### src/rtl/coh_pkg.sv
package coh_pkg;
   typedef enum logic [1:0] {
      LS_INV = 2'd0,
      LS_SHR = 2'd1,
      LS_EXC = 2'd2
   } line_st_e;

   typedef enum logic [1:0] {
      BC_IDLE   = 2'd0,
      BC_RDMISS = 2'd1,
      BC_WRMISS = 2'd2,
      BC_WBACK  = 2'd3
   } bus_cmd_e;
endpackage

### src/rtl/coh_line_store.sv
module coh_line_store
   import coh_pkg::*;
#(
   parameter int INDEX_W = 2,
   parameter int TAG_W   = 6,
   parameter int DATA_W  = 32
) (
   input  logic                 clk,
   input  logic                 rst_n,
   input  logic [INDEX_W-1:0]   a_idx,
   output logic [TAG_W-1:0]     a_tag,
   output line_st_e             a_st,
   output logic [DATA_W-1:0]    a_data,
   input  logic [INDEX_W-1:0]   b_idx,
   output logic [TAG_W-1:0]     b_tag,
   output line_st_e             b_st,
   output logic [DATA_W-1:0]    b_data,
   input  logic                 w_en,
   input  logic [INDEX_W-1:0]   w_idx,
   input  logic [TAG_W-1:0]     w_tag,
   input  line_st_e             w_st,
   input  logic [DATA_W-1:0]    w_data,
   output logic [2*(1<<INDEX_W)-1:0] st_flat
);
   localparam int LINES = 1 << INDEX_W;

   logic [TAG_W-1:0]  tag_q  [LINES];
   line_st_e          st_q   [LINES];
   logic [DATA_W-1:0] data_q [LINES];

   for (genvar g = 0; g < LINES; g++) begin : g_line
      always_ff @(posedge clk) begin
         if (!rst_n) begin
            st_q[g]   <= LS_INV;
            tag_q[g]  <= '0;
            data_q[g] <= '0;
         end else if (w_en && (w_idx == INDEX_W'(g))) begin
            st_q[g]   <= w_st;
            tag_q[g]  <= w_tag;
            data_q[g] <= w_data;
         end
      end
      assign st_flat[2*g +: 2] = st_q[g];
   end

   assign a_tag  = tag_q[a_idx];
   assign a_st   = st_q[a_idx];
   assign a_data = data_q[a_idx];
   assign b_tag  = tag_q[b_idx];
   assign b_st   = st_q[b_idx];
   assign b_data = data_q[b_idx];
endmodule

### src/rtl/coh_decide.sv
module coh_decide
   import coh_pkg::*;
#(
   parameter int INDEX_W = 2,
   parameter int TAG_W   = 6,
   parameter int DATA_W  = 32
) (
   input  logic                cpu_req,
   input  logic                cpu_we,
   input  logic [TAG_W-1:0]    cpu_tag,
   input  logic [INDEX_W-1:0]  cpu_idx,
   input  logic [DATA_W-1:0]   cpu_wdata,
   input  logic                snp_valid,
   input  logic [1:0]          snp_cmd,
   input  logic [TAG_W-1:0]    snp_tag,
   input  logic [INDEX_W-1:0]  snp_idx,
   input  logic                bus_gnt,
   input  logic [DATA_W-1:0]   bus_rdata,
   input  logic [TAG_W-1:0]    a_tag,
   input  line_st_e            a_st,
   input  logic [DATA_W-1:0]   a_data,
   input  logic [TAG_W-1:0]    b_tag,
   input  line_st_e            b_st,
   input  logic [DATA_W-1:0]   b_data,
   output logic                cpu_ack,
   output logic [DATA_W-1:0]   cpu_rdata,
   output logic                bus_req,
   output bus_cmd_e            bus_cmd,
   output logic [TAG_W-1:0]    bus_tag,
   output logic [DATA_W-1:0]   bus_wdata,
   output logic                snp_flush,
   output logic [DATA_W-1:0]   snp_flush_data,
   output logic                w_en,
   output logic [INDEX_W-1:0]  w_idx,
   output logic [TAG_W-1:0]    w_tag,
   output line_st_e            w_st,
   output logic [DATA_W-1:0]   w_data
);
   logic cpu_hit, victim, snp_match, snp_rd, snp_wr;

   always_comb begin
      cpu_hit   = (a_st != LS_INV) && (a_tag == cpu_tag) && (!cpu_we || a_st == LS_EXC);
      victim    = (a_st == LS_EXC) && (a_tag != cpu_tag);
      snp_match = snp_valid && (b_st != LS_INV) && (b_tag == snp_tag);
      snp_rd    = (snp_cmd == BC_RDMISS);
      snp_wr    = (snp_cmd == BC_WRMISS);

      cpu_ack        = 1'b0;
      cpu_rdata      = a_data;
      bus_req        = 1'b0;
      bus_cmd        = BC_IDLE;
      bus_tag        = cpu_tag;
      bus_wdata      = a_data;
      snp_flush      = 1'b0;
      snp_flush_data = b_data;
      w_en           = 1'b0;
      w_idx          = cpu_idx;
      w_tag          = a_tag;
      w_st           = a_st;
      w_data         = a_data;

      // bus request does not look at the snoop inputs: no loop through the arbiter
      if (cpu_req && !cpu_hit) begin
         bus_req = 1'b1;
         if (victim) begin
            bus_cmd = BC_WBACK;
            bus_tag = a_tag;
         end else begin
            bus_cmd = cpu_we ? BC_WRMISS : BC_RDMISS;
         end
      end

      if (snp_valid) begin
         w_idx  = snp_idx;
         w_tag  = b_tag;
         w_data = b_data;
         w_st   = b_st;
         if (snp_match && b_st == LS_EXC && (snp_rd || snp_wr)) begin
            snp_flush = 1'b1;
            w_en      = 1'b1;
            w_st      = snp_rd ? LS_SHR : LS_INV;
         end else if (snp_match && b_st == LS_SHR && snp_wr) begin
            w_en = 1'b1;
            w_st = LS_INV;
         end
      end else if (cpu_req) begin
         if (cpu_hit) begin
            cpu_ack = 1'b1;
            if (cpu_we) begin
               w_en   = 1'b1;
               w_data = cpu_wdata;
               w_st   = LS_EXC;
            end
         end else if (bus_gnt) begin
            w_en = 1'b1;
            if (victim) begin
               w_st = LS_INV;
            end else begin
               cpu_ack   = 1'b1;
               cpu_rdata = bus_rdata;
               w_tag     = cpu_tag;
               w_st      = cpu_we ? LS_EXC : LS_SHR;
               w_data    = cpu_we ? cpu_wdata : bus_rdata;
            end
         end
      end
   end
endmodule

### src/rtl/snoop_coh_ctrl.sv
module snoop_coh_ctrl
   import coh_pkg::*;
#(
   parameter int ADDR_W  = 8,
   parameter int INDEX_W = 2,
   parameter int DATA_W  = 32
) (
   input  logic              clk,
   input  logic              rst_n,
   input  logic              cpu_req,
   input  logic              cpu_we,
   input  logic [ADDR_W-1:0] cpu_addr,
   input  logic [DATA_W-1:0] cpu_wdata,
   output logic              cpu_ack,
   output logic [DATA_W-1:0] cpu_rdata,
   output logic              bus_req,
   input  logic              bus_gnt,
   output logic [1:0]        bus_cmd,
   output logic [ADDR_W-1:0] bus_addr,
   output logic [DATA_W-1:0] bus_wdata,
   input  logic [DATA_W-1:0] bus_rdata,
   input  logic              snp_valid,
   input  logic [1:0]        snp_cmd,
   input  logic [ADDR_W-1:0] snp_addr,
   output logic              snp_flush,
   output logic [DATA_W-1:0] snp_flush_data
);
   localparam int LINES = 1 << INDEX_W;
   localparam int TAG_W = ADDR_W - INDEX_W;

   if (INDEX_W < 1 || INDEX_W > 6) begin : g_bad_index
      $error("INDEX_W must lie in 1..6");
   end
   if (TAG_W < 1) begin : g_bad_tag
      $error("ADDR_W must exceed INDEX_W");
   end
   if (DATA_W < 1) begin : g_bad_data
      $error("DATA_W must be positive");
   end

   logic [TAG_W-1:0]   a_tag, b_tag, w_tag, bus_tag;
   line_st_e           a_st, b_st, w_st;
   logic [DATA_W-1:0]  a_data, b_data, w_data;
   logic               w_en;
   logic [INDEX_W-1:0] w_idx;
   bus_cmd_e           cmd_e;
   logic [2*LINES-1:0] line_st_flat;

   coh_line_store #(.INDEX_W(INDEX_W), .TAG_W(TAG_W), .DATA_W(DATA_W)) u_store (
      .clk    (clk),
      .rst_n  (rst_n),
      .a_idx  (cpu_addr[INDEX_W-1:0]),
      .a_tag  (a_tag),
      .a_st   (a_st),
      .a_data (a_data),
      .b_idx  (snp_addr[INDEX_W-1:0]),
      .b_tag  (b_tag),
      .b_st   (b_st),
      .b_data (b_data),
      .w_en   (w_en),
      .w_idx  (w_idx),
      .w_tag  (w_tag),
      .w_st   (w_st),
      .w_data (w_data),
      .st_flat(line_st_flat)
   );

   coh_decide #(.INDEX_W(INDEX_W), .TAG_W(TAG_W), .DATA_W(DATA_W)) u_decide (
      .cpu_req       (cpu_req),
      .cpu_we        (cpu_we),
      .cpu_tag       (cpu_addr[ADDR_W-1:INDEX_W]),
      .cpu_idx       (cpu_addr[INDEX_W-1:0]),
      .cpu_wdata     (cpu_wdata),
      .snp_valid     (snp_valid),
      .snp_cmd       (snp_cmd),
      .snp_tag       (snp_addr[ADDR_W-1:INDEX_W]),
      .snp_idx       (snp_addr[INDEX_W-1:0]),
      .bus_gnt       (bus_gnt),
      .bus_rdata     (bus_rdata),
      .a_tag         (a_tag),
      .a_st          (a_st),
      .a_data        (a_data),
      .b_tag         (b_tag),
      .b_st          (b_st),
      .b_data        (b_data),
      .cpu_ack       (cpu_ack),
      .cpu_rdata     (cpu_rdata),
      .bus_req       (bus_req),
      .bus_cmd       (cmd_e),
      .bus_tag       (bus_tag),
      .bus_wdata     (bus_wdata),
      .snp_flush     (snp_flush),
      .snp_flush_data(snp_flush_data),
      .w_en          (w_en),
      .w_idx         (w_idx),
      .w_tag         (w_tag),
      .w_st          (w_st),
      .w_data        (w_data)
   );

   assign bus_cmd  = cmd_e;
   assign bus_addr = {bus_tag, cpu_addr[INDEX_W-1:0]};
endmodule

### config.mk
export PLATFORM = sky130hd
export DESIGN_NAME = snoop_coh_ctrl
export DESIGN_NICKNAME = d
export VERILOG_FILES = /design/src/rtl/coh_pkg.sv /design/src/rtl/coh_line_store.sv /design/src/rtl/coh_decide.sv /design/src/rtl/snoop_coh_ctrl.sv
export SDC_FILE = /design/constraint.sdc
export NUM_CORES = 1
export LEC_CHECK = 0
export ABC_AREA = 1
export BUFFER_PORTS_ARGS = -buffer_cell sky130_fd_sc_hd__clkbuf_2
export CAP_MARGIN = 20
export CELL_PAD_IN_SITES_DETAIL_PLACEMENT = 1
export CELL_PAD_IN_SITES_GLOBAL_PLACEMENT = 2
export CORE_AREA = 3 3 182 184
export DETAILED_ROUTE_END_ITERATION = 16
export DIE_AREA = 0 0 185 187
export MAX_ROUTING_LAYER = met4
export PLACE_DENSITY = 0.91
export SYNTH_ARGS = -nofsm -noshare
export SYNTH_HDL_FRONTEND = slang
export SYNTH_SLANG_ARGS = --single-unit
### constraint.sdc
create_clock -name clk -period 8.6 [get_ports clk]
set_input_delay 0.86 -clock clk [delete_from_list [all_inputs] [get_ports clk]]
set_output_delay 0.86 -clock clk [all_outputs]
set_load 0.005 [all_outputs]
==> summary.txt, run 1 <==
Run status
  • Status: finished clean

STA
  • Final Worst Setup Slack: between 2 and 3 ns
  • Fin Hold WS: 0.899 ns
  • Worst-Margin Slew: about 1.1 ns
  • Setup_tns: 0 ns
  • FMAX: 166 MHz
  • Relative slew slack: 0.229
  • RSZ-0062 raised after global routing: false
  • Max-slew violation count: 0
  • Final hold vios: 0
  • Final setup fails: 0
  • Final period util: 0.702
  • Final min period: just over 6 ns
  • Setup Skew: a little over 0.008 ns

Cells and area
  • Final Util: 0.395
  • Final Instance Area: ~12,000 um2
  • Layout cells sized above 1: 0.168
  • NumNets Final: 1,687
  • Non-Filler Instances: about 2,000
  • Syn-to-layout area delta: 16.9%
  • Fillers: approximately 4,000

CTS
  • Total CTS buffers: 17
  • CTS tree: built
  • Setup bufs post-CTS: 0
  • Clock latency on the worst-skew pair: ~0.44 ns
  • Clk buf depth: 2
  • CTS H-tree depth: 4
  • # resized after CTS: 0
  • CTS clock-pin slew for the worst setup and hold paths: approximately 0.070 ns
  • Clock Sinks: 160
  • Root Driver: clkbuf_16
  • Hold-fix buffers at CTS: 0

Critical path
  • Critical setup path kind: input port to output pin
  • CP max stage delay: approximately 0.93 ns
  • CP Launch Type: input port
  • Crit path buffers/inverters: 6
  • Worst-path maximum fanout: 58
  • Worst EP required: 7.74 ns
  • Crit-path most repeated cell: nand2_1
  • Crit-path cells: buf_4 -> buf_4 -> buf_12 -> nand2_1 -> nand3_1 -> nand2_1 -> nand2_1 -> nand2_1 -> nor2_2 -> nand3_4 -> nand2_1 -> nor2_4 -> nand2_2 -> buf_4 -> clkinv_1 -> o21ai_0 -> clkbuf_2
  • Top cell family by delay on the critical path: buffers and inverters
  • Worst path slowest cell: clkinv_1
  • Worst Setup End Kind: output pin
  • Critical path data arrival time: about 5.2 ns

Global route
  • Routing usage on met3: 0.0336
  • GRT Overall Usage: 0.248
  • GRT overflow: 0
  • Initial antenna violation count: 2
  • Pin count of the biggest net entering global routing: ~110
  • First-pass GRT wire length: 65,100 um
  • Grt met2 use: 0.419
  • Vias in the first global route: ~12,000
  • Met1 usage: 0.305
  • GRT busiest layer: met2

Route
  • Via density: roughly 5.6
  • DRT Pass-1 Iters: 5
  • WL final: about 42,000 um
  • Antenna-violating nets left: 0
  • DRC: 0
  • DRT iter0 DRCs: 806
  • Routed vias: roughly 11,000
  • Routed WL per cell: about 21 um

Floorplan
  • Starting Density: 0.338
  • Chip height: around 190 um
  • IO Pins: 197
  • Die ar.: between 30,000 and 40,000 um2
  • Die width: about 190 um
  • Placement Rows: 65
  • Core area: roughly 32,000 um2

Place
  • Buffers on Ports: roughly 200
  • Gpl congestion: 0.831
  • Dpl cells: around 2,000
  • Post-DP HPWL: between 20,000 and 30,000 um
  • Post-DP Area: 11,800 um2
  • Post-place setup slack: 2.42 ns

Yosys
  • Netlist Area Pre-Place: ~11,000 um2
  • Syn Nets: approximately 1,600
  • Warnings from Yosys: 0
  • Post-synthesis cell type count: 34
  • Yosys reg bits: 160
  • Synth top area cells: edfxtp_1, nand2_1, o21ai_0
  • Dominant cell type by area after synthesis: edfxtp_1
  • Avg Cell Area, Syn: between 7 and 8 um2
  • Cells after Synth: 1,467
  • Share of the synthesized area in the top cell type: 0.451
  • Seq/Total Area, Yosys: 0.451

Power and ir drop
  • Worst vdd rail ir drop: 0.132 mV
  • Total power: 2.11 mW
  • Pleak: between 5 and 6 nW
  • Power Density: between 150 and 200 nW/um2

Flow run
  • Max_cap viols: 0

Hold path
  • Worst min-delay path class: flop to flop
[path summary, 6_finish.rpt]
kind,from,to,slack [ns],depth (start not counted)
worst max-delay path,cpu_addr[0],cpu_rdata[1],2.56,17
worst min-delay path,u_store.tag_q[2][0]$_SDFFCE_PN0P_,u_store.tag_q[3][0]$_SDFFCE_PN0P_,0.90,4
worst max register to register,u_store.tag_q[2][1]$_SDFFCE_PN0P_,u_store.data_q[3][30]$_SDFFCE_PN0P_,5.09,9
worst min register to register,u_store.tag_q[2][0]$_SDFFCE_PN0P_,u_store.tag_q[3][0]$_SDFFCE_PN0P_,0.90,4
[flip-flops by register name (all words and copies together) (netlist names)]
register	cells
u_store.data_q	128
u_store.tag_q	24
u_store.st_q	8
[cells by family (layout without fill, tap and decap cells)]
logic type	count (synthesis)	after routing	share of synthesized area
flops	160	160	0.451
buf+inv	203	346	0.0770
other cells	0	2	0
xor+xnor	6	6	0.00493
compound gates	434	434	0.214
simple gates	662	662	0.251
fa+ha+maj	2	2	0.00235
[synthesized netlist by cell type, drive strengths merged]
| library cell | number |
|---|---|
| o22ai | 29 |
| nor2 | 227 |
| clkinv | 3 |
| nand2 | 345 |
| buf | 39 |
| a31oi | 1 |
| edfxtp | 160 |
| o211ai | 1 |
| a21oi | 146 |
| o21ai | 234 |
| ha | 2 |
| o32ai | 1 |
| and2 | 1 |
| clkbuf | 66 |
| nor3 | 2 |
| nand4 | 4 |
| xnor2 | 2 |
| a22oi | 16 |
| xor2 | 4 |
| inv | 95 |
| a32oi | 1 |
| a21boi | 5 |
| nand3 | 83 |
[layout make-up]
| cell class | count | area [um2] | share of cell area |
|---|---|---|---|
| diodes | 2 | 5.00 | 0.000402 |
| clock buffers | 18 | 429 | 0.0344 |
| clock inverters | 14 | 155 | 0.0125 |
| inverters | 98 | 368 | 0.0295 |
| multi-input cells | 1104 | 5050 | 0.405 |
| flip-flops and latches | 160 | 4800 | 0.386 |
| well taps | 402 | 503 | 0.0404 |
| repair buffers | 216 | 1150 | 0.0920 |
[routing by layer]
layer,up-vias,share of wire
met2,347,0.51
met3,69,0.054
li1,5236,-
met1,5543,0.41
met5,-,0
met4,0,0.031
[worst reg2reg max path, stage by stage, from the launching register on]
cell	delay, ns
edfxtp_1	0.37
o21ai_0	0.08
o21ai_0	0.45
xor2_1	0.13
nor3_1	0.57
nand3_1	0.28
o21ai_4	0.21
nand2_1	0.12
nand2_2	0.44
buf_4	0.49
[report_power, final]
group	switching [mW]	internal [mW]	leakage, nW
logic	0.301	0.132	3.36
registers	0.0172	0.892	1.66
clock network	0.339	0.433	0.287
total	0.657	1.46	5.31
[cell usage in the layout, fill, tap and decap left out, types with 2 or more instances in the layout]
master / instances
nand2_1: 336
o21ai_0: 233
nor2_1: 224
clkbuf_2: 195
edfxtp_1: 160
a21oi_1: 146
inv_1: 91
nand3_1: 77
o22ai_1: 29
buf_4: 20
clkbuf_16: 17
a22oi_1: 16
nand2_2: 8
nand3_2: 5
a21boi_0: 5
inv_2: 4
xor2_1: 4
nand4_1: 4
inv_6: 4
clkinv_1: 3
clkinv_2: 3
clkinv_4: 3
diode_2: 2
nor2_4: 2
nor3_1: 2
xnor2_1: 2
ha_1: 2
bufinv_16: 2
No activity file was read; power rests on OpenSTA's default activity.
==> run 2: changes to the inputs <==
CORE_AREA = 3 3 196 198   (was 3 3 182 184)
DIE_AREA = 0 0 199 201   (was 0 0 185 187)
PLACE_DENSITY = 0.83   (was 0.91)
clock period = 5.4 ns   (was 8.6 ns; I/O delays follow)
==> run 2 against run 1 <==
Against the previous run:
- non-clock buffer count rose by 3
- via count barely moved
- register-to-register slack got worse by 2.9 ns
- sequential power rose by 60%
- design area rose by 1.5%
- die area rose by 16%
- hold slack got worse by 0.25 ns
- setup slack got worse by 1.9 ns
- combinational power rose by 64%
- global-route usage fell by 2.7 points
- power rose by 64%
- sequential cell count did not move
- critical endpoint is now cpu_rdata[27]
- largest cell class unchanged
==> summary.txt, run 2 (synthesis gave the netlist of run 1 again) <==
Run status
  • Status: finished clean

Global route
  • Pin count of the biggest net entering global routing: 80 (-29%)
  • GRT Overall Usage: 0.220 (-0.0273)
  • Initial antenna violation count: 0 (-2)
  • GRT overflow: 0 (unchanged)
  • Vias in the first global route: 11,600 (-0.44%)
  • First-pass GRT wire length: 66,200 um (+1.7%)

STA
  • Final min period: around 4.7 ns
  • Final hold vios: 0 (unchanged)
  • Relative slew slack: 0.437 (+0.209)
  • FMAX: around 210 MHz
  • Final period util: 0.870
  • Max-slew violation count: 0 (unchanged)
  • Setup Skew: 0.0137 ns (+0.00553 ns)
  • Final setup fails: 0 (unchanged)
  • RSZ-0062 raised after global routing: false
  • Worst-Margin Slew: 0.844 ns (-0.306 ns)
  • Final Worst Setup Slack: 0.701 ns (-1.86 ns)
  • Setup_tns: 0 ns (unchanged)

Route
  • Routed WL per cell: 21.1 um (+1.2%)
  • WL final: 43,900 um (+4.5%)
  • Antenna-violating nets left: 0 (unchanged)
  • Routed vias: 11,200 (+0.063%)
  • Via density: 5.38 (-3.2%)
  • DRC: 0 (unchanged)
  • DRT Pass-1 Iters: 5 (unchanged)
  • DRT iter0 DRCs: 760 (-5.7%)

Cells and area
  • Commonest non-fill, non-tap cell in the layout: nand2_1
  • Max reg flops: 128 (unchanged)
  • Fillers: 4,564 (+14%)
  • NumNets Final: 1,690 (+0.18%)
  • Non-Filler Instances: 2,081 (+3.3%)
  • N_diodes: 0 (-2)
  • Most frequent cells in the layout: nand2_1, o21ai_0, nor2_1, clkbuf_2, edfxtp_1
  • Syn-to-layout area delta: 18.7%
  • Layout cells sized above 1: 0.169 (+0.00155)
  • Largest registers: u_store.data_q: 128 flops, u_store.tag_q: 24 flops, u_store.st_q: 8 flops
  • Largest register by flop count: u_store.data_q

Floorplan
  • Die width: 199 um (+7.6%)
  • Starting Density: 0.290 (-0.0473)
  • Placement Rows: 70 (+7.7%)
  • Chip height: 201 um (+7.5%)
  • Die ar.: 40,000 um2 (+16%)
  • Core area: 36,700 um2 (+16%)
  • IO Pins: 197 (unchanged)

CTS
  • Root Driver: clkbuf_16
  • Clock Sinks: 160 (unchanged)
  • Clk buf depth: 2 (unchanged)
  • Setup bufs post-CTS: 0 (unchanged)
  • CTS clock-pin slew for the worst setup and hold paths: 0.07 ns (about the same)
  • Clock latency on the worst-skew pair: 0.44 ns (about the same)
  • CTS tree: built
  • # resized after CTS: 0 (unchanged)
  • Hold-fix buffers at CTS: 0 (unchanged)
  • Total CTS buffers: 17 (unchanged)
  • CTS H-tree depth: 4 (unchanged)

Power and ir drop
  • Worst vdd rail ir drop: 0.222 mV (+68%)
  • Total power: 3.46 mW (+64%)
  • Pleak: 5.36 nW (+1.1%)
  • Power Density: 274 nW/um2 (+61%)

Critical path
  • Worst-path maximum fanout: 37 (-36%)
  • Worst EP required: 4.86 ns (-2.88 ns)
  • CP Launch Type: input port
  • Critical setup path kind: input port to output pin
  • Worst Setup End Kind: output pin
  • Critical path data arrival time: 4.16 ns (-1.02 ns)

Flow run
  • Max_cap viols: 0 (unchanged)

Place
  • Post-place setup slack: 0.574 ns (-1.85 ns)
  • Dpl cells: 2,048 (+3.5%)
  • Gpl congestion: 0.830 (-0.14%)
  • Buffers on Ports: 196 (unchanged)
  • Post-DP HPWL: 29,300 um (+8.7%)

Hold path
  • Worst min-delay path class: input port to flop
## run 2: cell count changes in the layout (fill, tap and decap cells not counted)
cell | previous run | this run
bufinv_16 | 2 | 3
clkinv_4 | 3 | 1
buf_4 | 20 | 19
clkinv_1 | 3 | 4
diode_2 | 2 | 0
buf_16 | 0 | 1
clkbuf_1 | 1 | 0
clkinvlp_4 | 1 | 0
buf_12 | 1 | 4
inv_8 | 1 | 3
clkinv_2 | 3 | 1
inv_6 | 4 | 6
## run 2: worst max-delay path, cell delays in order
cell and delay, ns:
clkbuf_2 0.32, clkinv_1 0.55, nand3_1 0.29, nand2_1 0.11, nand2_1 0.07, nand2_1 0.05
nor2_2 0.23, nand2_2 0.12, nand2_4 0.12, inv_2 0.12, nor2_4 0.33, nand2_2 0.38
clkinv_1 0.11, buf_4 0.33, nand2_1 0.09, o21ai_0 0.18, clkbuf_2 0.19
## run 2: where the power goes
part	total, mW	internal, mW	switching, mW
logic	0.709	0.217	0.492
registers	1.45	1.42	0.0270
clock network	1.31	0.745	0.561
total	3.46	2.38	1.08
## run 2: stage by stage
stage               utilization  cell area [um2]  hold WS (ns)
finish                    0.345            12700         0.652
global route              0.345            12700         0.688
CTS                       0.344            12600         0.644
detailed placement        0.327            12000         0.883
global placement          0.327            12000         0.873
floorplan                     -            10700         0.808
## run 2: final timing paths
check / start / end / slack, ns / cells after the start
min reg2reg: u_store.tag_q[2][2]$_SDFFCE_PN0P_ / u_store.tag_q[3][2]$_SDFFCE_PN0P_ / 0.90 / 4
min: cpu_wdata[10] / u_store.data_q[1][10]$_SDFFCE_PN0P_ / 0.65 / 5
max reg2reg: u_store.tag_q[1][1]$_SDFFCE_PN0P_ / u_store.data_q[3][18]$_SDFFCE_PN0P_ / 2.15 / 11
max: cpu_addr[1] / cpu_rdata[27] / 0.70 / 17
## run 2: metal layers
layer | wire, um | global-route usage
met2 | 22300 | 0.381
met3 | 1670 | 0.0282
met5 | 0 | -
met4 | 1450 | 0.0811
met1 | 18500 | 0.262
## run 2: cell type report
class                           count  area [um2]  area share
Timing Repair Buffer              219        1230      0.0969
Inverter                           98         368      0.0291
Clock buffer                       17         425      0.0336
Clock inverter                     15         194      0.0153
Multi-Input combinational cell   1104        5050       0.399
Sequential cell                   160        4800       0.380
Tap cell                          468         586      0.0463
==> run 3: changes to the inputs <==
PLACE_DENSITY = not set   (was 0.83)
PLACE_DENSITY_LB_ADDON = 0.1   (was not set)
==> run 3 against run 2 <==
Against the previous run:
- critical path type unchanged
- fmax increased by 3.1%
- clock skew is 0.0011 ns higher
- die area did not move
- global-route usage is 0.75 points higher
- largest power group unchanged
==> summary.txt, run 3 (synthesis gave the netlist of run 1 again) <==
Global route
  • Met1 usage: 0.280 (+0.0183)
  • Pin count of the biggest net entering global routing: 67 (-16%)
  • GRT Overall Usage: 0.228 (+0.00747)
  • Grt met2 use: 0.398 (+0.0171)
  • Vias in the first global route: 11,400 (-0.95%)
  • Routing usage on met3: 0.0277 (-0.000504)
  • GRT overflow: 0 (unchanged)
  • First-pass GRT wire length: 68,100 um (+2.9%)
  • GRT busiest layer: met2
  • Initial antenna violation count: 0 (unchanged)

Flow run
  • Max_cap viols: 0 (unchanged)

Run status
  • Status: finished clean

Cells and area
  • Final Instance Area: 12,700 um2 (+0.13%)
  • Largest registers: u_store.data_q: 128 flops, u_store.tag_q: 24 flops, u_store.st_q: 8 flops
  • N_diodes: 0 (unchanged)
  • NumNets Final: 1,695 (+0.30%)
  • Most frequent cells in the layout: nand2_1, o21ai_0, nor2_1, clkbuf_2, edfxtp_1
  • Syn-to-layout area delta: 18.8%
  • Largest register by flop count: u_store.data_q
  • Max reg flops: 128 (unchanged)
  • Non-Filler Instances: 2,086 (+0.24%)
  • Layout cells sized above 1: 0.171 (+0.00133)
  • Commonest non-fill, non-tap cell in the layout: nand2_1

Place
  • Post-place setup slack: 0.805 ns (+0.231 ns)
  • Post-DP Area: 12,100 um2 (+0.71%)
  • Buffers on Ports: 196 (unchanged)
  • Post-DP HPWL: 30,200 um (+3.2%)
  • Dpl cells: 2,054 (+0.29%)
  • Gpl congestion: 0.807 (-2.8%)

Critical path
  • R2R Path End: u_store.data_q[1][21]$_SDFFCE_PN0P_
  • Reg-to-reg slack, setup: 2.13 ns (-0.02 ns)
  • Critical path data arrival time: 4.02 ns (-0.14 ns)
  • Worst r2r path cells: 11 (unchanged)
  • Critical setup path kind: input port to output pin
  • Worst-path maximum fanout: 37 (unchanged)
  • R2R Path Start: u_store.tag_q[0][1]$_SDFFCE_PN0P_
  • Worst Setup End Kind: output pin
  • CP Launch Type: input port
  • Worst EP required: 4.86 ns (about the same)

Power and ir drop
  • Clock power share: 0.366 (-0.011)
  • Logic pwr share: 0.208 (+0.003)
  • Power Density: 268 nW/um2 (-2.1%)
  • Total power: 3.39 mW (-2.0%)
  • Internal cell power: 2.36 mW (-0.84%)
  • Pleak: 5.37 nW (+0.19%)
  • Switching power total: 1.03 mW (-4.4%)
  • Worst vdd rail ir drop: 0.216 mV (-2.4%)
  • Reg power frac: 0.426 (+0.008)
  • Sw Share: 0.304 (-0.00781)

Route
  • WL final: 44,700 um (+1.7%)
  • Routed WL per cell: 21.4 um (+1.5%)
  • Antenna-violating nets left: 0 (unchanged)
  • Routed vias: 11,000 (-2.2%)
  • DRC: 0 (unchanged)
  • Via density: 5.25 (-2.5%)
  • DRT iter0 DRCs: 677 (-11%)
  • DRT Pass-1 Iters: 5 (unchanged)

STA
  • FMAX: 219 MHz (+3.1%)
  • Relative slew slack: 0.464 (+0.0262)
  • Final setup fails: 0 (unchanged)
  • RSZ-0062 raised after global routing: false
  • Final min period: 4.56 ns (-0.139 ns)
  • Final hold vios: 0 (unchanged)
  • Worst-Margin Slew: 0.805 ns (-0.0392 ns)
  • Final period util: 0.844 (-0.0258)
  • Final Worst Setup Slack: 0.840 ns (+0.139 ns)
  • Max-slew violation count: 0 (unchanged)
  • Setup Skew: 0.0147 ns (+0.00107 ns)
  • Setup_tns: 0 ns (unchanged)

Hold path
  • Hold EP: u_store.data_q[1][9]$_SDFFCE_PN0P_
  • Hold_sp: cpu_wdata[9]
  • Worst min-delay path class: input port to flop
  • WHS Path Cells: 5 (unchanged)

CTS
  • CTS clock-pin slew for the worst setup and hold paths: 0.07 ns (about the same)
  • # resized after CTS: 0 (unchanged)
  • Clock Sinks: 160 (unchanged)
  • Setup bufs post-CTS: 0 (unchanged)
  • CTS tree: built
  • CTS H-tree depth: 4 (unchanged)
  • Root Driver: clkbuf_16
  • Clk buf depth: 2 (unchanged)
  • Total CTS buffers: 17 (unchanged)
  • Clock latency on the worst-skew pair: 0.44 ns (about the same)
  • Hold-fix buffers at CTS: 0 (unchanged)

Floorplan
  • Die ar.: 40,000 um2 (unchanged)
  • Starting Density: 0.290 (unchanged)
  • Die width: 199 um (unchanged)
  • IO Pins: 197 (unchanged)
  • Core area: 36,700 um2 (unchanged)
  • Chip height: 201 um (unchanged)
  • Placement Rows: 70 (unchanged)
[run 3: cell types whose count changed in the layout (fill, tap and decap cells not counted)]
cell,previous run,this run
buf_12,4,7
buf_16,1,0
buf_4,19,22
clkbuf_1,0,3
clkinv_2,1,4
clkinv_4,1,0
clkinvlp_4,0,2
inv_2,4,5
inv_6,6,1
inv_8,3,0
nor2_1,224,223
nor2_2,1,2
[run 3: routing by layer]
metal,wire [um],share of wire
met1,19800,0.44
met2,22600,0.51
met3,1430,0.032
met4,873,0.020
met5,0,0
[run 3: power by group through the flow]
stage	Combinational [mW]	Sequential (mW)	Clock, mW
2_1_floorplan	0.405	1.47	0
3_3_place_gp	0.708	1.47	0
3_5_place_dp	0.715	1.47	0
4_1_cts	0.718	1.45	1.26
5_1_grt	0.795	1.45	1.31
6_report	0.705	1.45	1.24
[run 3: worst max-delay path by stage]
stage | cells after the start | endpoint | start | slack [ns]
2_1_floorplan | 12 | u_store.data_q[0][0]$_SDFFCE_PN0P_ | cpu_addr[1] | 2.13
3_3_place_gp | 18 | cpu_rdata[27] | cpu_addr[1] | 0.91
6_report | 18 | cpu_rdata[9] | cpu_addr[1] | 0.84
5_1_grt | 18 | cpu_rdata[20] | cpu_addr[1] | 0.34
4_1_cts | 18 | cpu_rdata[9] | cpu_addr[1] | 0.79
3_5_place_dp | 18 | cpu_rdata[9] | cpu_addr[1] | 0.81
[run 3: metrics by stage]
| step | hold WS, ns | utilization |
|---|---|---|
| 5_1_grt | 0.681 | 0.345 |
| 6_report | 0.645 | 0.345 |
| 3_3_place_gp | 0.889 | 0.329 |
| 3_5_place_dp | 0.900 | 0.329 |
| 4_1_cts | 0.633 | 0.345 |
| 2_1_floorplan | 0.808 | - |
[run 3: area by class of cell]
class	instances	area, um2
clock buffer	20	437
clock inverter	12	141
fill	4581	24000
inverter	98	368
multi-input combinational	1104	5050
sequential	160	4800
tap	468	586
timing repair buffer	224	1280
[run 3: critical path: stages]
cell	delay, ns
clkbuf_2	0.42
buf_4	0.42
nand3_1	0.16
nand2_1	0.14
nand2_1	0.06
nand2_1	0.06
nand2_1	0.08
nor2_4	0.16
nand2_2	0.09
nand2_4	0.12
inv_2	0.12
nor2_4	0.37
nand2_2	0.40
clkinv_1	0.12
buf_4	0.39
nand2_1	0.09
o21ai_0	0.10
clkbuf_2	0.14
